File: src/rtl/pwstore_pkg.sv
package pwstore_pkg;

  typedef enum logic {
    MODE_BEGIN = 1'b0,
    MODE_END   = 1'b1
  } store_mode_e;

  typedef enum logic {
    SIZE_NARROW = 1'b0,
    SIZE_WIDE   = 1'b1
  } store_size_e;

endpackage

File: src/rtl/pwstore_lane_mask.sv
module pwstore_lane_mask
  import pwstore_pkg::*;
#(
  parameter int BUS_LANES    = 8,
  parameter int NARROW_LANES = 4,
  localparam int OFS_W       = $clog2(BUS_LANES)
) (
  input  logic [OFS_W-1:0]     byte_ofs,
  input  store_mode_e          mode,
  input  store_size_e          size,
  output logic [BUS_LANES-1:0] lane_en,
  output logic                 probe_only
);

  localparam logic [OFS_W:0] NARROW_MASK = (OFS_W+1)'(NARROW_LANES - 1);

  logic [OFS_W:0] word_base;
  logic [OFS_W:0] word_len;
  logic [OFS_W:0] in_ofs;

  always_comb begin
    if (size == SIZE_WIDE) begin
      word_base = '0;
      word_len  = (OFS_W+1)'(BUS_LANES);
      in_ofs    = {1'b0, byte_ofs};
    end else begin
      word_base = {1'b0, byte_ofs} & ~NARROW_MASK;
      word_len  = (OFS_W+1)'(NARROW_LANES);
      in_ofs    = {1'b0, byte_ofs} & NARROW_MASK;
    end
  end

  for (genvar i = 0; i < BUS_LANES; i++) begin : g_lane
    localparam logic [OFS_W:0] IDX = (OFS_W+1)'(i);
    logic           in_word;
    logic [OFS_W:0] rel;
    always_comb begin
      in_word = (IDX >= word_base) && (IDX < word_base + word_len);
      rel     = IDX - word_base;
      if (mode == MODE_END) begin
        lane_en[i] = in_word && (rel < in_ofs);
      end else begin
        lane_en[i] = in_word && (rel >= in_ofs);
      end
    end
  end

  assign probe_only = (mode == MODE_END) && (in_ofs == '0);

endmodule

File: src/rtl/pwstore_data_steer.sv
module pwstore_data_steer
  import pwstore_pkg::*;
#(
  parameter int BUS_LANES    = 8,
  parameter int NARROW_LANES = 4,
  localparam int BUS_W       = 8 * BUS_LANES,
  localparam int NARROW_W    = 8 * NARROW_LANES,
  localparam int COPIES      = BUS_LANES / NARROW_LANES
) (
  input  logic [BUS_W-1:0] value,
  input  store_size_e      size,
  output logic [BUS_W-1:0] lane_data
);

  logic [BUS_W-1:0] narrow_rep;

  for (genvar k = 0; k < COPIES; k++) begin : g_copy
    assign narrow_rep[k*NARROW_W +: NARROW_W] = value[NARROW_W-1:0];
  end

  assign lane_data = (size == SIZE_WIDE) ? value : narrow_rep;

endmodule

File: src/rtl/pwstore_out_slot.sv
module pwstore_out_slot #(
  parameter int ADDR_W    = 32,
  parameter int BUS_LANES = 8,
  localparam int BUS_W    = 8 * BUS_LANES
) (
  input  logic                 clk,
  input  logic                 rst_n,
  input  logic                 in_valid,
  output logic                 in_ready,
  input  logic [ADDR_W-1:0]    in_addr,
  input  logic [BUS_LANES-1:0] in_be,
  input  logic [BUS_W-1:0]     in_data,
  input  logic                 in_probe,
  output logic                 out_valid,
  input  logic                 out_ready,
  output logic [ADDR_W-1:0]    out_addr,
  output logic [BUS_LANES-1:0] out_be,
  output logic [BUS_W-1:0]     out_data,
  output logic                 out_probe
);

  logic full_q, full_d;
  logic load;

  always_comb begin
    in_ready = rst_n && !full_q;
    load     = in_valid && in_ready;
    full_d   = full_q;
    if (full_q && out_ready) full_d = 1'b0;
    if (load)                full_d = 1'b1;
  end

  always_ff @(posedge clk or negedge rst_n) begin
    if (!rst_n) full_q <= 1'b0;
    else        full_q <= full_d;
  end

  always_ff @(posedge clk) begin
    if (load) begin
      out_addr  <= in_addr;
      out_be    <= in_be;
      out_data  <= in_data;
      out_probe <= in_probe;
    end
  end

  assign out_valid = full_q;

  // a stalled beat keeps all of its fields
  a_r8_hold_stalled: assert property (@(posedge clk) disable iff (!rst_n)
    out_valid && !out_ready |=> out_valid && $stable(out_addr) && $stable(out_be)
                                && $stable(out_data) && $stable(out_probe));

endmodule

File: src/rtl/pwstore_lane_unit.sv
module pwstore_lane_unit
  import pwstore_pkg::*;
#(
  parameter int ADDR_W       = 32,
  parameter int BUS_LANES    = 8,
  parameter int NARROW_LANES = 4,
  localparam int BUS_W       = 8 * BUS_LANES,
  localparam int OFS_W       = $clog2(BUS_LANES)
) (
  input  logic                 clk,
  input  logic                 rst_n,
  input  logic                 req_valid,
  output logic                 req_ready,
  input  logic [ADDR_W-1:0]    req_addr,
  input  logic [BUS_W-1:0]     req_data,
  input  logic                 req_end,
  input  logic                 req_wide,
  output logic                 wr_valid,
  input  logic                 wr_ready,
  output logic [ADDR_W-1:0]    wr_addr,
  output logic [BUS_LANES-1:0] wr_be,
  output logic [BUS_W-1:0]     wr_data,
  output logic                 wr_probe
);

  // reset: asserted at once, released through two flops
  logic rst_meta_q, rst_sync_q;
  always_ff @(posedge clk or negedge rst_n) begin
    if (!rst_n) begin
      rst_meta_q <= 1'b0;
      rst_sync_q <= 1'b0;
    end else begin
      rst_meta_q <= 1'b1;
      rst_sync_q <= rst_meta_q;
    end
  end

  store_mode_e          mode;
  store_size_e          size;
  logic [BUS_LANES-1:0] lane_en;
  logic                 probe_only;
  logic [BUS_W-1:0]     lane_data;
  logic [ADDR_W-1:0]    aligned_addr;

  assign mode         = store_mode_e'(req_end);
  assign size         = store_size_e'(req_wide);
  assign aligned_addr = {req_addr[ADDR_W-1:OFS_W], {OFS_W{1'b0}}};

  pwstore_lane_mask #(
    .BUS_LANES    (BUS_LANES),
    .NARROW_LANES (NARROW_LANES)
  ) i_mask (
    .byte_ofs   (req_addr[OFS_W-1:0]),
    .mode       (mode),
    .size       (size),
    .lane_en    (lane_en),
    .probe_only (probe_only)
  );

  pwstore_data_steer #(
    .BUS_LANES    (BUS_LANES),
    .NARROW_LANES (NARROW_LANES)
  ) i_steer (
    .value     (req_data),
    .size      (size),
    .lane_data (lane_data)
  );

  pwstore_out_slot #(
    .ADDR_W    (ADDR_W),
    .BUS_LANES (BUS_LANES)
  ) i_slot (
    .clk       (clk),
    .rst_n     (rst_sync_q),
    .in_valid  (req_valid),
    .in_ready  (req_ready),
    .in_addr   (aligned_addr),
    .in_be     (lane_en),
    .in_data   (lane_data),
    .in_probe  (probe_only),
    .out_valid (wr_valid),
    .out_ready (wr_ready),
    .out_addr  (wr_addr),
    .out_be    (wr_be),
    .out_data  (wr_data),
    .out_probe (wr_probe)
  );

  a_r5_probe_no_lanes: assert property (@(posedge clk) disable iff (!rst_n || !rst_sync_q)
    wr_valid && wr_probe |-> wr_be == '0);

  a_r2_begin_writes: assert property (@(posedge clk) disable iff (!rst_n || !rst_sync_q)
    req_valid && req_ready && !req_end |=> wr_be != '0 && !wr_probe);

  a_r6_narrow_span: assert property (@(posedge clk) disable iff (!rst_n || !rst_sync_q)
    req_valid && req_ready && !req_wide |=> $countones(wr_be) <= NARROW_LANES);

  a_r7_single_beat: assert property (@(posedge clk) disable iff (!rst_n || !rst_sync_q)
    wr_valid && wr_ready |=> !wr_valid);

  a_r8_accept_shows: assert property (@(posedge clk) disable iff (!rst_n || !rst_sync_q)
    req_valid && req_ready |=> wr_valid);

  a_r9_aligned: assert property (@(posedge clk) disable iff (!rst_n || !rst_sync_q)
    wr_valid |-> wr_addr[OFS_W-1:0] == '0);

endmodule

File: config.mk
export PLATFORM = sky130hd
export DESIGN_NAME = pwstore_lane_unit
export DESIGN_NICKNAME = d
export VERILOG_FILES = /design/src/rtl/pwstore_pkg.sv /design/src/rtl/pwstore_lane_mask.sv /design/src/rtl/pwstore_data_steer.sv /design/src/rtl/pwstore_out_slot.sv /design/src/rtl/pwstore_lane_unit.sv
export SDC_FILE = /design/constraint.sdc
export NUM_CORES = 1
export LEC_CHECK = 0
export BUFFER_PORTS_ARGS = -buffer_cell sky130_fd_sc_hd__buf_4
export CAP_MARGIN = 20
export CORE_MARGIN = 1
export CORE_UTILIZATION = 44
export DETAILED_ROUTE_END_ITERATION = 16
export HOLD_SLACK_MARGIN = 0.15
export PLACE_DENSITY = 0.79
export SLEW_MARGIN = 20
export SYNTH_ARGS = -nofsm -noshare
export SYNTH_HDL_FRONTEND = slang
export SYNTH_SLANG_ARGS = --single-unit
export TNS_END_PERCENT = 20
File: constraint.sdc
create_clock -name clk -period 0.8 [get_ports clk]
set_input_delay 0.12 -clock clk [delete_from_list [all_inputs] [get_ports clk]]
set_output_delay 0.12 -clock clk [all_outputs]
set_load 0.02 [all_outputs]
==> Yosys cells after proc, flatten, opt, wreduce, memory -nomap -nowiden <==
Cells that the tools add are included.
{ "word_totals": {"regBits": 105, "out_inout_bits": 107, "word_cells": 93, "inputBits": 102} }
{ "op_classes": {"add_sub_neg": 9, "reduce_logical": 31, "n_lt_le_gt_ge": 32, "n_mux": 14} }
{ "ops": {"columns": ["cell", "n"], "rows": [
  ["2-to-1 mux 64 bit", 1],
  ["greater-or-equal comparator 4 bit", 8],
  ["< comparator 4 bit", 8],
  ["logical AND 1 bit", 28],
  ["greater-or-equal comparator 3 x 4 -> 1 bit, first input constant", 4],
  ["< comparator 3 x 4 -> 1 bit, first input constant", 4],
  ["subtractor 3 x 4 -> 4 bit, first input constant", 4],
  ["2-to-1 mux 1 bit", 10],
  ["greater-or-equal comparator 1 x 4 -> 1 bit, first input constant", 2],
  ["greater-or-equal comparator 2 x 4 -> 1 bit, first input constant", 2],
  ["< comparator 1 x 4 -> 1 bit, first input constant", 2],
  ["< comparator 2 x 4 -> 1 bit, first input constant", 2],
  ["subtractor 1 x 4 -> 4 bit, first input constant", 2],
  ["subtractor 2 x 4 -> 4 bit, first input constant", 2],
  ["2-to-1 mux 3 bit", 2],
  ["adder 4 bit", 1],
  ["logical NOT 4 bit", 1],
  ["2-to-1 mux 4 bit", 1],
  ["nonzero test 2 bit", 1],
  ["logical NOT 1 bit", 1]
]} }

==> Logic depth before layout (Yosys ltp) <==
{ "depth": {"depth_word": 6, "mapped_depth": 8, "ltp_nobuf": 6} }

==> Hierarchy <==
From an unflattened synthesis, not the netlist that was laid out.
{ "unflattened": {"cells_unflattened": 214, "hier_area_um2": 4251.6} }
{ "by_module_without_submodules": {"columns": ["module", "cells_each", "area_each_um2", "n_inst", "seq_area_each_um2"], "rows": [
  ["pwstore_out_slot", 110, 3201.8, 1, 3178.0],
  ["pwstore_data_steer", 68, 784.5, 1, 0.0],
  ["pwstore_lane_mask", 32, 207.7, 1, 0.0],
  ["pwstore_lane_unit", 4, 57.6, 1, 50.0]
]} }

==> Worst setup path before layout <==
Ideal clock, no wire load.
{ "synth_timing": {"kind": "register to register", "from": "reg i_slot.full_q (netlist: i_slot.out_valid)", "to": "reg i_slot.out_addr[10] (enable)", "slack_ns": -4.534, "period_less_slack_ns": 5.334, "arrival_time_ns": 4.770, "required_ns": 0.236, "setup_time_ns": 0.564, "n_path_buf": 0, "path_stages_with_launch": 2, "path_cell_list": "dfrtp_1 -> nor2_1"} }
{ "synth_between": {"elab_chain_len": 3} }
{ "synth_lines": {"columns": ["element", "line", "text"], "rows": [
  ["from (decl)", "pwstore_out_slot.sv:22", "logic full_q, full_d;"],
  ["from (signal assigned)", "pwstore_out_slot.sv:35", "else full_q <= full_d;"],
  ["logical NOT 1 bit", "pwstore_out_slot.sv:26", "in_ready = rst_n && !full_q;"],
  ["logical AND 1 bit", "pwstore_out_slot.sv:26", null],
  ["logical AND 1 bit", "pwstore_out_slot.sv:27", "load = in_valid && in_ready;"],
  ["to (signal assigned)", "pwstore_out_slot.sv:40", "out_addr <= in_addr;"],
  ["to (decl)", "pwstore_out_slot.sv:16", "output logic [ADDR_W-1:0] out_addr,"]
]} }
Every way passes these cells.
A chain may end at the register's enable or synchronous reset.

==> Worst setup path in the final report <==
{ "layout_timing": {"from": "reg i_slot.full_q (netlist: i_slot.out_valid)", "to": "out req_ready"} }
{ "layout_between": {"elab_chain_len": 2} }
{ "layout_lines": {"columns": ["element", "line", "text"], "rows": [
  ["logical NOT 1 bit", "pwstore_out_slot.sv:26", null],
  ["logical AND 1 bit", "pwstore_out_slot.sv:26", null],
  ["to (decl)", "pwstore_lane_unit.sv:13", "output logic req_ready,"]
]} }
Every way passes these cells.

==> results.yml <==
outcome:
  status: "finished with violations"
  violations: "negative setup slack"
critical_path:
  worstReg2RegStart: "rst_sync_q"
  max_stage_delay_ns: 0.46
  crit_chain: "buf_6 -> nor2b_1 -> buf_4"
  worstPathMaxFanout: 3
  start_kind: "flip-flop"
  critPathSlowestCell: "dfrtp_2"
  crit_arrival_ns: 1.29
  crit_start: "i_slot.out_valid"
  required_ns: 0.68
  worstSetupPathType: "reg -> out"
  rrSetupSlack_ns: -0.60
  crit_path_end_kind: "output pin"
final_layout:
  drive_above_1_share_pct: 57.50
  antenna_cells: 0
  final_cell_count_no_fill: 625
  final_nets: 619
  final_core_util_pct: 88.30
  finalInstanceArea_sq_mm: 0.007328
  area_growth_pct: 92.10
  n_fill_cell: 318
route:
  drc_errors: 0
  via_per_inst: 5.235
  wire_per_inst_um: 25.27
  finalWirelength_mm: 15.79
  drt_pass1_iterations: 4
  drt_iter0_markers: 178
  ant_nets: 0
  via_count: 3272
sta:
  slew_violations: 0
  min_period_over_period_pct: 176.7
  skew_ns: 0.01977
  period_needed_ns: 1.413
  hold_violations: 0
  setup_ws_ns: -0.6134
  max_freq_mhz: 707.5
  grt_setup_unrepaired: "true"
  setup_viol: 248
placed_design:
  place_ws_ns: -0.6252
  post-dp-hpwl_mm: 6.765
  gp_congestion: 0.8663
  place_area_sq_mm: 0.005549
  portBuffers: 205
  dp.cells: 500
yosys:
  avgSynthCellArea_sq_um: 20.85
  syn_inst: 183
  ys_seq_elements: 105
  yosysSeqAreaShare_pct: 82.26
  synth_warnings: 0
  netlist_area_sq_mm: 0.003815
  synth_cell_types: 26
clock_network:
  htree_num_levels: 3
  cts_tree: "done"
  cts_made_buffers: 9
  cts_max_path_buffers: 2
  clock-sinks: 105
  insertion_delay_ns: 0.37
  cts.clk_slew.worst_paths_ns: 0.13
  cts-root-buf: "clkbuf_8"
global_route:
  grt_max_degree: 40
  grt_pass1_wl_mm: 17.76
  grt_pass1_vias: 3136
  antenna_found_initial: 0
  grt_overflow: 0
  grt_use_total_pct: 27.85
floorplanning:
  rows: 33
  die_w_um: 95.12
  ios: 209
  core_sq_mm: 0.008299
  die_area_sq_mm: 0.009047
  initial_utilization_pct: 45.97
  die_height_um: 95.12
power_and_ir_drop:
  p_per_area_mw_per_mm2: 1745
  leakagePower_uw: 0.003099
  ir_worst_vdd_mv: 0.9980
job:
  drv_cap: 0
worst_hold_path:
  hold_start: "req_data[46]"
  min_path_type: "in -> reg"
report_power, final:
| group | internal [uW] | switching [uW] | leakage [uW] |
|---|---|---|---|
| Sequential | 6350 | 146 | 0.000979 |
| Clock | 1810 | 2080 | 0.000111 |
| Combinational | 1380 | 1030 | 0.00201 |
path summary, 6_finish.rpt:
kind / end / cells past startpoint
worst min-delay path: i_slot.out_data[46] / 2
worst min register to register: i_slot.out_valid / 2
min in group asynchronous: i_slot.out_valid / 2
max in group asynchronous: rst_meta_q / 3
worst max-delay path: req_ready / 3
worst max register to register: i_slot.out_be[6] / 4
cell type report:
cell class                      instances  area [sq um]  share of cell area (%)
Clock buffer                            9         123.9                   1.690
Inverter                                2         7.507                  0.1024
Tap cell                              105         131.4                   1.793
Sequential cell                       105          3139                   42.84
Timing Repair Buffer                  328          3157                   43.08
Clock inverter                          7         102.6                   1.400
Multi-Input combinational cell         69         666.9                   9.100
layout by cell type, fill, tap and decap left out, types with 2 or more instances in the layout:
| cell type | n |
|---|---|
| buf_16 | 3 |
| buf_4 | 149 |
| buf_6 | 107 |
| bufinv_16 | 2 |
| clkbuf_16 | 3 |
| clkbuf_8 | 9 |
| conb_1 | 4 |
| dfrtp_1 | 2 |
| dlygate4sd3_1 | 64 |
| edfxtp_1 | 102 |
| inv_1 | 2 |
| inv_8 | 2 |
| mux2_1 | 21 |
| mux2_4 | 11 |
| nand2_1 | 3 |
| nor2_1 | 5 |
| nor2b_1 | 2 |
| nor3_1 | 2 |
| o21ai_0 | 2 |
| o21ai_1 | 2 |
per-layer routing:
| layer | vias up | global-route usage (%) | wire length, um |
|---|---|---|---|
| li1 | 1367 | - | - |
| met1 | 1656 | 28.98 | 5526 |
| met2 | 204 | 52.80 | 8442 |
| met3 | 45 | 6.300 | 1175 |
| met4 | 0 | 12.25 | 647 |
| met5 | - | 0 | 0 |
through the flow:
step	setup TNS, ns	total power [uW]	hold slack, ns
2_1_floorplan	-170.88	7218	-0.1756
4_1_cts	-75.68	12220	0.02231
6_report	-91.25	12790	0.02124
5_1_grt	-96.13	13160	0.02127
3_3_place_gp	-57.30	8034	-0.09504
3_5_place_dp	-63.59	8090	-0.09426
cell usage after synthesis:
master | count | share of area (%)
xor2_1 | 1 | 0.23
inv_1 | 2 | 0.20
ha_1 | 2 | 0.66
or2_4 | 1 | 0.23
o21ai_0 | 2 | 0.26
o21ai_1 | 2 | 0.26
and3_1 | 1 | 0.16
mux2i_1 | 1 | 0.26
edfxtp_1 | 102 | 80
dfrtp_1 | 3 | 2.0
a311oi_1 | 1 | 0.23
xnor2_1 | 1 | 0.23
mux2_1 | 32 | 9.4
nor3_1 | 3 | 0.39
a311oi_2 | 1 | 0.39
nand3_1 | 1 | 0.13
a22o_1 | 1 | 0.23
conb_1 | 2 | 0.20
o21a_1 | 1 | 0.20
nand2b_1 | 1 | 0.16
o221ai_2 | 1 | 0.39
nor2_1 | 6 | 0.59
nand2_1 | 4 | 0.39
buf_6 | 4 | 1.2
buf_4 | 5 | 0.98
nor2b_1 | 2 | 0.33
state kept, by name, indices dropped and copies added (netlist names):
name and cells:
i_slot.out_data 64, i_slot.out_addr 29, rst_sync_q 1, i_slot.out_probe 1
i_slot.out_valid 1, i_slot.out_be 8, rst_meta_q 1
critical path, delay by kind of cell (launching register included):
family,cells,cell delay [ns]
buf+inv,2,0.30
flops,1,0.46
simple gates,1,0.15
logic make-up (layout without fill, tap and decap cells):
| group | count (synthesis) | in the layout | synth area share [%] |
|---|---|---|---|
| flip-flops | 105 | 105 | 82.26 |
| multiplexers | 33 | 33 | 9.708 |
| AND/OR/NAND/NOR | 19 | 19 | 2.394 |
| buffers and inverters | 11 | 346 | 2.362 |
| AO/OA/AOI/OAI | 9 | 9 | 1.968 |
| adder cells (fa/ha/maj) | 2 | 2 | 0.6558 |
| other | 2 | 4 | 0.1969 |
| XOR/XNOR | 2 | 2 | 0.4593 |
timing repair:
item,CTS,global route
pin swaps,2,2
resized for setup,106,52
gates cloned,2,4
endpoints found under the hold margin,96,64
endpoints found under the setup margin,235,242
hold buffers,64,32
buffers inserted,5,2
Power figures use the tool's default switching activity.
